$ cat src/rtl/pes_pkg.sv
package pes_pkg;

  typedef enum logic [2:0] {
    BLK_MAIN_LO = 3'd0,
    BLK_MAIN_HI = 3'd1,
    BLK_PARM_A  = 3'd2,
    BLK_PARM_B  = 3'd3,
    BLK_BOOT    = 3'd4
  } blk_e;

  typedef enum logic [2:0] {
    ST_IDLE  = 3'd0,
    ST_PROG  = 3'd1,
    ST_ERASE = 3'd2,
    ST_SPEND = 3'd3,
    ST_SUSP  = 3'd4
  } seq_st_e;

endpackage

$ cat src/rtl/pes_blkdec.sv
module pes_blkdec
  import pes_pkg::*;
#(
  parameter int ADDR_W = 18,
  parameter logic [ADDR_W-1:0] MAIN_HI_BASE = 'h20000,
  parameter logic [ADDR_W-1:0] PARM_A_BASE  = 'h38000,
  parameter logic [ADDR_W-1:0] PARM_B_BASE  = 'h3A000,
  parameter logic [ADDR_W-1:0] BOOT_BASE    = 'h3C000
) (
  input  logic [ADDR_W-1:0] addr_i,
  output blk_e              blk_o
);

  always_comb begin
    if (addr_i >= BOOT_BASE)         blk_o = BLK_BOOT;
    else if (addr_i >= PARM_B_BASE)  blk_o = BLK_PARM_B;
    else if (addr_i >= PARM_A_BASE)  blk_o = BLK_PARM_A;
    else if (addr_i >= MAIN_HI_BASE) blk_o = BLK_MAIN_HI;
    else                             blk_o = BLK_MAIN_LO;
  end

endmodule

$ cat src/rtl/pes_timer.sv
module pes_timer #(
  parameter int CNT_W = 8
) (
  input  logic             clk,
  input  logic             rst_n,
  input  logic             load_i,
  input  logic [CNT_W-1:0] load_val_i,
  input  logic             run_i,
  output logic             last_o,
  output logic [CNT_W-1:0] cnt_o
);

  logic [CNT_W-1:0] cnt_q, cnt_d;

  always_comb begin
    cnt_d = cnt_q;
    if (load_i)                   cnt_d = load_val_i;
    else if (run_i && cnt_q != '0) cnt_d = cnt_q - CNT_W'(1);
  end

  always_ff @(posedge clk or negedge rst_n) begin
    if (!rst_n) cnt_q <= '0;
    else        cnt_q <= cnt_d;
  end

  assign last_o = (cnt_q == CNT_W'(1));
  assign cnt_o  = cnt_q;


  run_nonzero_chk: assert property (@(posedge clk) disable iff (!rst_n)
    run_i |-> (cnt_q != '0));

endmodule

$ cat src/rtl/pes_status.sv
module pes_status (
  input  logic       clk,
  input  logic       rst_n,
  input  logic       set_vpp_i,
  input  logic       set_prog_i,
  input  logic       set_erase_i,
  input  logic       clr_i,
  input  logic       ready_i,
  input  logic       susp_i,
  output logic [7:0] status_o
);

  logic [2:0] err_q, err_d;

  always_comb begin
    err_d = err_q;
    if (clr_i) err_d = '0;
    err_d = err_d | {set_erase_i, set_prog_i, set_vpp_i};
  end

  always_ff @(posedge clk or negedge rst_n) begin
    if (!rst_n) err_q <= '0;
    else        err_q <= err_d;
  end

  assign status_o = {ready_i, susp_i, err_q, 3'b000};


  err_sticky_chk: assert property (@(posedge clk) disable iff (!rst_n)
    !clr_i |=> ((err_q & $past(err_q)) == $past(err_q)));


  clr_effect_chk: assert property (@(posedge clk) disable iff (!rst_n)
    (clr_i && !set_vpp_i && !set_prog_i && !set_erase_i) |=> (status_o[5:3] == 3'b000));

endmodule

$ cat src/rtl/flash_pe_seq.sv
module flash_pe_seq
  import pes_pkg::*;
#(
  parameter int ADDR_W    = 18,
  parameter int DATA_W    = 8,
  parameter int PROG_CYC  = 20,
  parameter int ERASE_CYC = 200
) (
  input  logic              clk,
  input  logic              rst_n,
  input  logic              cmd_valid,
  input  logic              cmd_erase,
  input  logic [ADDR_W-1:0] cmd_addr,
  input  logic [DATA_W-1:0] cmd_data,
  input  logic              suspend_req,
  input  logic              resume_req,
  input  logic              clear_req,
  input  logic              vpp_ok,
  input  logic              boot_unlock,
  input  logic [ADDR_W-1:0] rd_addr,
  output logic              rd_allow,
  output logic [7:0]        status,
  output logic              arr_prog_stb,
  output logic              arr_erase_stb,
  output logic [ADDR_W-1:0] arr_addr,
  output logic [DATA_W-1:0] arr_data,
  output logic [2:0]        arr_blk
);

  localparam int MAX_CYC = (PROG_CYC > ERASE_CYC) ? PROG_CYC : ERASE_CYC;
  localparam int CNT_W   = $clog2(MAX_CYC + 1);
  localparam int N_DEC   = 2;

  // reset: asserted asynchronously, released on the clock
  logic [1:0] rsync_q;
  logic       rst_core_n;

  always_ff @(posedge clk or negedge rst_n) begin
    if (!rst_n) rsync_q <= 2'b00;
    else        rsync_q <= {rsync_q[0], 1'b1};
  end
  assign rst_core_n = rsync_q[1] & rst_n;

  // block decoders: index 0 for the request, 1 for the read path
  logic [ADDR_W-1:0] dec_addr [N_DEC];
  blk_e              dec_blk  [N_DEC];

  assign dec_addr[0] = cmd_addr;
  assign dec_addr[1] = rd_addr;

  for (genvar gi = 0; gi < N_DEC; gi++) begin : g_dec
    pes_blkdec #(.ADDR_W(ADDR_W)) u_dec (
      .addr_i (dec_addr[gi]),
      .blk_o  (dec_blk[gi])
    );
  end

  // state and target registers
  seq_st_e           st_q, st_d;
  logic [ADDR_W-1:0] tgt_addr_q;
  logic [DATA_W-1:0] tgt_data_q;
  blk_e              tgt_blk_q;
  logic              lat_en;
  logic              prog_stb_q, prog_stb_d;
  logic              erase_stb_q, erase_stb_d;

  logic              tm_load, tm_run, tm_last;
  logic [CNT_W-1:0]  tm_load_val, tm_cnt;
  logic              set_vpp, set_prog, set_erase;

  always_comb begin
    st_d        = st_q;
    lat_en      = 1'b0;
    tm_load     = 1'b0;
    tm_load_val = CNT_W'(PROG_CYC);
    tm_run      = 1'b0;
    set_vpp     = 1'b0;
    set_prog    = 1'b0;
    set_erase   = 1'b0;
    prog_stb_d  = 1'b0;
    erase_stb_d = 1'b0;
    case (st_q)
      ST_IDLE: begin
        if (cmd_valid) begin
          if (!vpp_ok) begin
            set_vpp   = 1'b1;
            set_prog  = !cmd_erase;
            set_erase = cmd_erase;
          end else if (dec_blk[0] == BLK_BOOT && !boot_unlock) begin
            set_prog  = !cmd_erase;
            set_erase = cmd_erase;
          end else begin
            lat_en      = 1'b1;
            tm_load     = 1'b1;
            tm_load_val = cmd_erase ? CNT_W'(ERASE_CYC) : CNT_W'(PROG_CYC);
            st_d        = cmd_erase ? ST_ERASE : ST_PROG;
          end
        end
      end
      ST_PROG: begin
        tm_run = 1'b1;
        if (!vpp_ok) begin
          set_vpp  = 1'b1;
          set_prog = 1'b1;
          st_d     = ST_IDLE;
        end else if (tm_last) begin
          prog_stb_d = 1'b1;
          st_d       = ST_IDLE;
        end
      end
      ST_ERASE: begin
        tm_run = 1'b1;
        if (!vpp_ok) begin
          set_vpp   = 1'b1;
          set_erase = 1'b1;
          st_d      = ST_IDLE;
        end else if (tm_last) begin
          erase_stb_d = 1'b1;
          st_d        = ST_IDLE;
        end else if (suspend_req) begin
          st_d = ST_SPEND;
        end
      end
      ST_SPEND: begin
        if (!vpp_ok) begin
          set_vpp = 1'b1;
          st_d    = ST_IDLE;
        end else begin
          st_d = ST_SUSP;
        end
      end
      ST_SUSP: begin
        if (!vpp_ok) begin
          set_vpp = 1'b1;
          st_d    = ST_IDLE;
        end else if (resume_req) begin
          st_d = ST_ERASE;
        end
      end
      default: st_d = ST_IDLE;
    endcase
  end

  always_ff @(posedge clk or negedge rst_core_n) begin
    if (!rst_core_n) begin
      st_q        <= ST_IDLE;
      prog_stb_q  <= 1'b0;
      erase_stb_q <= 1'b0;
    end else begin
      st_q        <= st_d;
      prog_stb_q  <= prog_stb_d;
      erase_stb_q <= erase_stb_d;
    end
  end

  always_ff @(posedge clk or negedge rst_core_n) begin
    if (!rst_core_n) begin
      tgt_addr_q <= '0;
      tgt_data_q <= '0;
      tgt_blk_q  <= BLK_MAIN_LO;
    end else if (lat_en) begin
      tgt_addr_q <= cmd_addr;
      tgt_data_q <= cmd_data;
      tgt_blk_q  <= dec_blk[0];
    end
  end

  pes_timer #(.CNT_W(CNT_W)) u_timer (
    .clk        (clk),
    .rst_n      (rst_core_n),
    .load_i     (tm_load),
    .load_val_i (tm_load_val),
    .run_i      (tm_run),
    .last_o     (tm_last),
    .cnt_o      (tm_cnt)
  );

  logic st_ready, st_susp;
  assign st_ready = (st_q == ST_IDLE) || (st_q == ST_SUSP);
  assign st_susp  = (st_q == ST_SUSP);

  pes_status u_status (
    .clk         (clk),
    .rst_n       (rst_core_n),
    .set_vpp_i   (set_vpp),
    .set_prog_i  (set_prog),
    .set_erase_i (set_erase),
    .clr_i       (clear_req),
    .ready_i     (st_ready),
    .susp_i      (st_susp),
    .status_o    (status)
  );

  assign rd_allow      = (st_q == ST_IDLE) || (st_susp && (dec_blk[1] != tgt_blk_q));
  assign arr_prog_stb  = prog_stb_q;
  assign arr_erase_stb = erase_stb_q;
  assign arr_addr      = tgt_addr_q;
  assign arr_data      = tgt_data_q;
  assign arr_blk       = tgt_blk_q;


  stb_at_ready_chk: assert property (@(posedge clk) disable iff (!rst_core_n)
    (arr_prog_stb || arr_erase_stb) |-> (status[7] && !$past(status[7])));


  stb_onehot_chk: assert property (@(posedge clk) disable iff (!rst_core_n)
    $onehot0({arr_prog_stb, arr_erase_stb}));


  start_vpp_chk: assert property (@(posedge clk) disable iff (!rst_core_n)
    ((st_q == ST_PROG || st_q == ST_ERASE) && $past(st_q) == ST_IDLE) |-> $past(vpp_ok));


  start_boot_chk: assert property (@(posedge clk) disable iff (!rst_core_n)
    ((st_q == ST_PROG || st_q == ST_ERASE) && $past(st_q) == ST_IDLE && tgt_blk_q == BLK_BOOT)
      |-> $past(boot_unlock));


  susp_entry_chk: assert property (@(posedge clk) disable iff (!rst_core_n)
    (st_q == ST_SUSP) |-> ($past(st_q) == ST_SPEND || $past(st_q) == ST_SUSP));


  susp_hold_chk: assert property (@(posedge clk) disable iff (!rst_core_n)
    (st_q == ST_SUSP && $past(st_q) == ST_SUSP) |-> $stable(tm_cnt));


  rd_busy_chk: assert property (@(posedge clk) disable iff (!rst_core_n)
    rd_allow |-> status[7]);

endmodule

$ cat config.mk
export PLATFORM = sky130hd
export DESIGN_NAME = flash_pe_seq
export DESIGN_NICKNAME = d
export VERILOG_FILES = /design/src/rtl/pes_pkg.sv /design/src/rtl/pes_blkdec.sv /design/src/rtl/pes_timer.sv /design/src/rtl/pes_status.sv /design/src/rtl/flash_pe_seq.sv
export SDC_FILE = /design/constraint.sdc
export NUM_CORES = 1
export LEC_CHECK = 0
export ABC_AREA = 1
export ABC_CLOCK_PERIOD_IN_PS = 3400
export BUFFER_PORTS_ARGS = -buffer_cell sky130_fd_sc_hd__buf_2
export CORE_ASPECT_RATIO = 0.6
export CORE_MARGIN = 2
export CORE_UTILIZATION = 45
export DETAILED_ROUTE_END_ITERATION = 10
export GPL_ROUTABILITY_DRIVEN = 0
export GPL_TIMING_DRIVEN = 1
export MAX_ROUTING_LAYER = met4
export PLACE_DENSITY = 0.75
export SLEW_MARGIN = 20
export SYNTH_ARGS = -nofsm -noshare
export SYNTH_HDL_FRONTEND = slang
export SYNTH_SLANG_ARGS = --single-unit
export TNS_END_PERCENT = 50
$ cat constraint.sdc
create_clock -name clk -period 3.4 [get_ports clk]
set_clock_uncertainty 0.1 [all_clocks]
set_input_delay 0.68 -clock clk [delete_from_list [all_inputs] [get_ports clk]]
set_output_delay 0.68 -clock clk [all_outputs]
set_load 0.01 [all_outputs]
Yosys cells after proc, flatten, opt, wreduce, memory -nomap -nowiden
Cells that the tools add are included.
{"block": "totals", "reg_bits": 47, "inputBits": 53, "out_inout_bits": 40, "word_cells": 95}
{"block": "op_classes", "add_sub_neg": 1, "order_cmp": 8, "eq_ne": 13, "n_mux": 49, "bitwise": 2, "reduce_logical": 13}
{"op": "$ge A18 B18 Y1 const B", "n": 8}
{"op": "$mux W8", "n": 7}
{"op": "$mux W3", "n": 18}
{"op": "$mux W1", "n": 19}
{"op": "$pmux W3 S5", "n": 1}
{"op": "$eq A8 B1 Y1 const B", "n": 1}
{"op": "$reduce_bool A8 Y1", "n": 1}
{"op": "$sub A8 B1 Y8 const B", "n": 1}
{"op": "$eq A3 B2 Y1 const B", "n": 2}
{"op": "$eq A3 B3 Y1 const B", "n": 2}
{"op": "$ne A2 B2 Y1 const B", "n": 3}
{"op": "$ne A3 B3 Y1 const B", "n": 2}
{"op": "$pmux W1 S2", "n": 3}
{"op": "$reduce_and A6 Y1", "n": 1}
{"op": "$ne A4 B4 Y1 const B", "n": 1}
{"op": "$reduce_or A4 Y1", "n": 1}
{"op": "$eq A3 B1 Y1 const B", "n": 1}
{"op": "$logic_and A1 B1 Y1", "n": 3}
{"op": "$logic_not A3 Y1", "n": 1}
{"op": "$ne A3 B3 Y1", "n": 1}
{"op": "$or A3 B3 Y3", "n": 1}
{"op": "$logic_not A1 Y1", "n": 2}
{"op": "$logic_or A1 B1 Y1", "n": 2}
{"op": "$mux W2", "n": 1}
{"op": "other kinds (3)", "n": 3}

Depth between registers and ports, before layout
{"block": "depth", "word_depth": 12, "depth_mapped": 10, "ltp_nobuf": 10}

Cells and area by module
From an unflattened synthesis, not the netlist that was laid out.
{"block": "unflattened", "hier_cells": 323, "area_unflattened_um2": 2507.4}
{"mod": "flash_pe_seq", "n_inst": 1, "cells_per_inst": 196, "area_each_um2": 1640.3, "seq_area_each_um2": 900.9}
{"mod": "pes_timer", "n_inst": 1, "cells_per_inst": 90, "area_each_um2": 633.1, "seq_area_each_um2": 200.2}
{"mod": "pes_status", "n_inst": 1, "cells_per_inst": 19, "area_each_um2": 153.9, "seq_area_each_um2": 75.1}
{"mod": "pes_blkdec", "n_inst": 2, "cells_per_inst": 9, "area_each_um2": 40.0, "seq_area_each_um2": 0.0}

Worst setup path before layout
OpenSTA, ideal clock, no wires.
{"block": "synth_timing", "path_type": "input-to-output", "startpoint": "input port rd_addr[15]", "endpoint": "output port rd_allow", "arrival_time_ns": 1.198, "required_ns": 2.620, "setup_slack_ns": 1.422, "cell_stages": 7, "n_path_buf": 0, "path_cell_list": "nand2_1 > nor2_1 > a21oi_1 > o21ai_0 > nand3_1 > nand2_1 > inv_1"}
{"block": "synth_via", "elab_chain_cells": 8, "elab_cells_between_ends": 11, "classes_between": "order compare: 4; eq/ne: 1; mux: 4; reduce/logical: 2"}
{"item": "from (decl)", "line_no": "flash_pe_seq.sv:20", "rtl": "input logic [ADDR_W-1:0] rd_addr,"}
{"item": "$ge A18 B18 Y1", "line_no": "pes_blkdec.sv:18", "rtl": "else if (addr_i >= MAIN_HI_BASE) blk_o = BLK_MAIN_HI;"}
{"item": "$mux W1", "line_no": "pes_blkdec.sv:18"}
{"item": "$mux W3", "line_no": "pes_blkdec.sv:17", "rtl": "else if (addr_i >= PARM_A_BASE) blk_o = BLK_PARM_A;"}
{"item": "$mux W3", "line_no": "pes_blkdec.sv:16", "rtl": "else if (addr_i >= PARM_B_BASE) blk_o = BLK_PARM_B;"}
{"item": "$mux W3 *", "line_no": "pes_blkdec.sv:15", "rtl": "if (addr_i >= BOOT_BASE) blk_o = BLK_BOOT;"}
{"item": "$ne A3 B3 Y1 *", "line_no": "flash_pe_seq.sv:194", "rtl": "assign rd_allow = (st_q == ST_IDLE) || (st_susp && (dec_blk[1] != tgt_blk_q));"}
{"item": "$logic_and A1 B1 Y1 *", "line_no": "flash_pe_seq.sv:194"}
{"item": "$logic_or A1 B1 Y1 *", "line_no": "flash_pe_seq.sv:194"}
{"item": "to (decl)", "line_no": "flash_pe_seq.sv:21", "rtl": "output logic rd_allow,"}
Mark *: on every way between the ends. The rest lies on a longest branch, timed or not.

Worst setup path in the final report
{"block": "layout_timing", "startpoint": "input port rd_addr[17]", "endpoint": "output port rd_allow"}
The elaborated chain is that of the path after synthesis.

==> impl_metrics.tcl <==
set metrics [dict create \
    drt_iter0_markers 93 \
    status "completed" \
    critPathLaunchType "primary input" \
    cts_root_buf "clkbuf_8" \
    drtPass1Iterations 4 \
    row_count 20 \
    grt_pass1_vias 1845 \
    met3_usage_pct 5.15 \
    synth-seq-area-share_pct 50.1 \
    syn_inst 303 \
    grt-ovfl-total 0 \
    setup_violations 0 \
    gr-max-usage-layer "met2" \
    numCtsBuffers 5 \
    rsz0062_at_grt "false" \
    crit_fanout 3 \
    grt_use_total_pct 18.9 \
    ys_seq_elements 47 \
    final_layout_size_suffix_gt1_share_pct 26.4 \
    n_antenna_cell 0 \
    cp.required_ps 2620 \
    critPathKind "in2out" \
    nets 433 \
    placedInstanceArea_sq_mm 0.00275 \
    ioPinCount 93 \
    timing.rr.start "st_q[2]" \
    reg2reg_to "u_timer.cnt_o[5]" \
    tightest_slew_ps 802 \
    synthesis.area_sq_mm 0.00235 \
    preCtsSetupSlack_ps 1130 \
    use_met2_pct 27.8 \
    cp-end-kind "output port" \
    max_cap_viol_count 0 \
    layout_commonest_cell "nand2_1" \
    layout_common_cells "142 x nand2_1, 76 x buf_2, 47 x dfrtp_1, 28 x inv_1, 15 x nand3_1" \
    timing.fmax_ghz 0.440 \
    cts_tree "built" \
    vdd_ir_drop_max_v 0.000392 \
    worstRegToRegCells 8 \
    grt_pass1_wl_um 8470 \
    synth_top_cell_area_share_pct 50.1 \
    fin_crit_sh_pct 66.9 \
    p_per_area_mw_per_mm2 868 \
    vias 2083 \
    post-route-util_pct 56.3 \
    ant_nets 0 \
    synth_warnings 0 \
    die_y_um 60.0 \
    worst_ep_arrival_time_ps 1490 \
    hpwl_um 3660 \
    slew_viol_final 0 \
    slew_headroom_pct 46.2 \
    drc_errors 0 \
    fp.dieW_um 97.3 \
    cts.sinks 47 \
    fin_crit_ps 2270 \
    met1_usage_pct 26.8 \
    vias_per_cell 4.68 \
    path_clk_slew_ps 100 \
    synth_top_area_cell "dfrtp_1" \
    p_leak_nw 1.67 \
    htreeDepth 2 \
    ys_top_cells_by_area "dfrtp_1 50%, nand2_1 23%, inv_1 4.6%" \
    core-area_sq_mm 0.00505 \
    dp_cells 437 \
    clock_latency_ps 300 \
    setup_slack_ps 1130 \
    grt_max_degree 36 \
    setup_tns_ps 0 \
    start_util_pct 46.5 \
    cts_setup_buffers 0 \
    synth_cell_type_count 30 \
    wl_per_cell_um 11.2 \
    final_area_sq_mm 0.00284 \
    hold_violations 0 \
    cts_buffer_depth 2 \
    avgSynthCellArea_sq_um 7.75 \
    fin_cells 445 \
    reg2reg_slack_ps 1410 \
    antenna_found_initial 0 \
    die_area_sq_mm 0.00583 \
    cts_hold_buf 0 \
    syn2layout_area_growth_pct 21.1 \
    postCtsResizedCells 0 \
    min_path_type "in2async" \
    port_buffers 76 \
    totalWireLength_um 5000 \
]
## sequential cells by signal, indices dropped and copies added (netlist names)
| name | flops |
|---|---|
| u_status.err_q | 3 |
| arr_blk | 3 |
| arr_data | 8 |
| arr_erase_stb | 1 |
| u_timer.cnt_o | 8 |
| rsync_q | 2 |
| arr_addr | 18 |
| arr_prog_stb | 1 |
| st_q | 3 |
## critical path: stages
cell and delay (ps):
buf_2 100, inv_1 40, nor2_1 130, a21oi_1 80
o21ai_0 170, nand3_1 90, nand2_1 60, inv_1 30
buf_2 120
## final cells by class
cell class                 instances  area, sq um
multi-input combinational        215          972
fill                             488         2210
clock buffer                       5         68.8
inverter                          31          121
tap                               66         82.6
sequential                        47         1180
timing repair buffer              78          395
clock inverter                     3         27.5
## cell usage after synthesis, drive strengths merged
master and number:
conb 2, o41ai 1, a21oi 2, nor3 2, nand3 16, xnor2 1
nand4 2, inv 30, nor2 18, buf 12, o211ai 1, o21a 1
ha 2, xor2 3, o22ai 3, clkinv 1, nand2 147, o21ai 12
dfrtp 47
## logic make-up after synthesis
| logic type | synth area share, % |
|---|---|
| other cells | 0.320 |
| fa+ha+maj | 1.07 |
| buf+inv | 8.84 |
| simple gates | 33.4 |
| xor+xnor | 1.49 |
| flops | 50.1 |
| compound gates | 4.79 |
## per-stage QoR
stage / total power (W) / hold WS (ps)
final: 0.00247 / 49.1
after global routing: 0.00272 / 33.3
after CTS: 0.00249 / 44.1
after detailed placement: 0.00211 / 236
after global placement: 0.00208 / 234
after floorplan: 0.00175 / 231
## routing by layer
layer / wire [um] / vias up
met4: 36 / 0
li1: - / 1070
met5: 0 / -
met2: 2080 / 60
met1: 2580 / 948
met3: 310 / 5
## worst max path at each step
stage | from | slack, ps | endpoint | depth (start not counted)
4_1_cts | rd_addr[17] | 1120 | rd_allow | 9
2_1_floorplan | rd_addr[15] | 1420 | rd_allow | 7
6_report | rd_addr[17] | 1130 | rd_allow | 9
3_3_place_gp | cmd_addr[17] | 1150 | u_timer.cnt_o[5] | 9
5_1_grt | rd_addr[17] | 1010 | rd_allow | 9
3_5_place_dp | cmd_addr[17] | 1130 | u_timer.cnt_o[2] | 9
## power by group
part / switching, W / internal [W] / total, W / leakage (nW)
clock: 0.000215 / 0.000153 / 0.000368 / 0.0467
sequential: 0.000159 / 0.000799 / 0.000957 / 0.604
combinational: 0.000704 / 0.000440 / 0.00114 / 1.02
(Power assumes the default switching activity.)
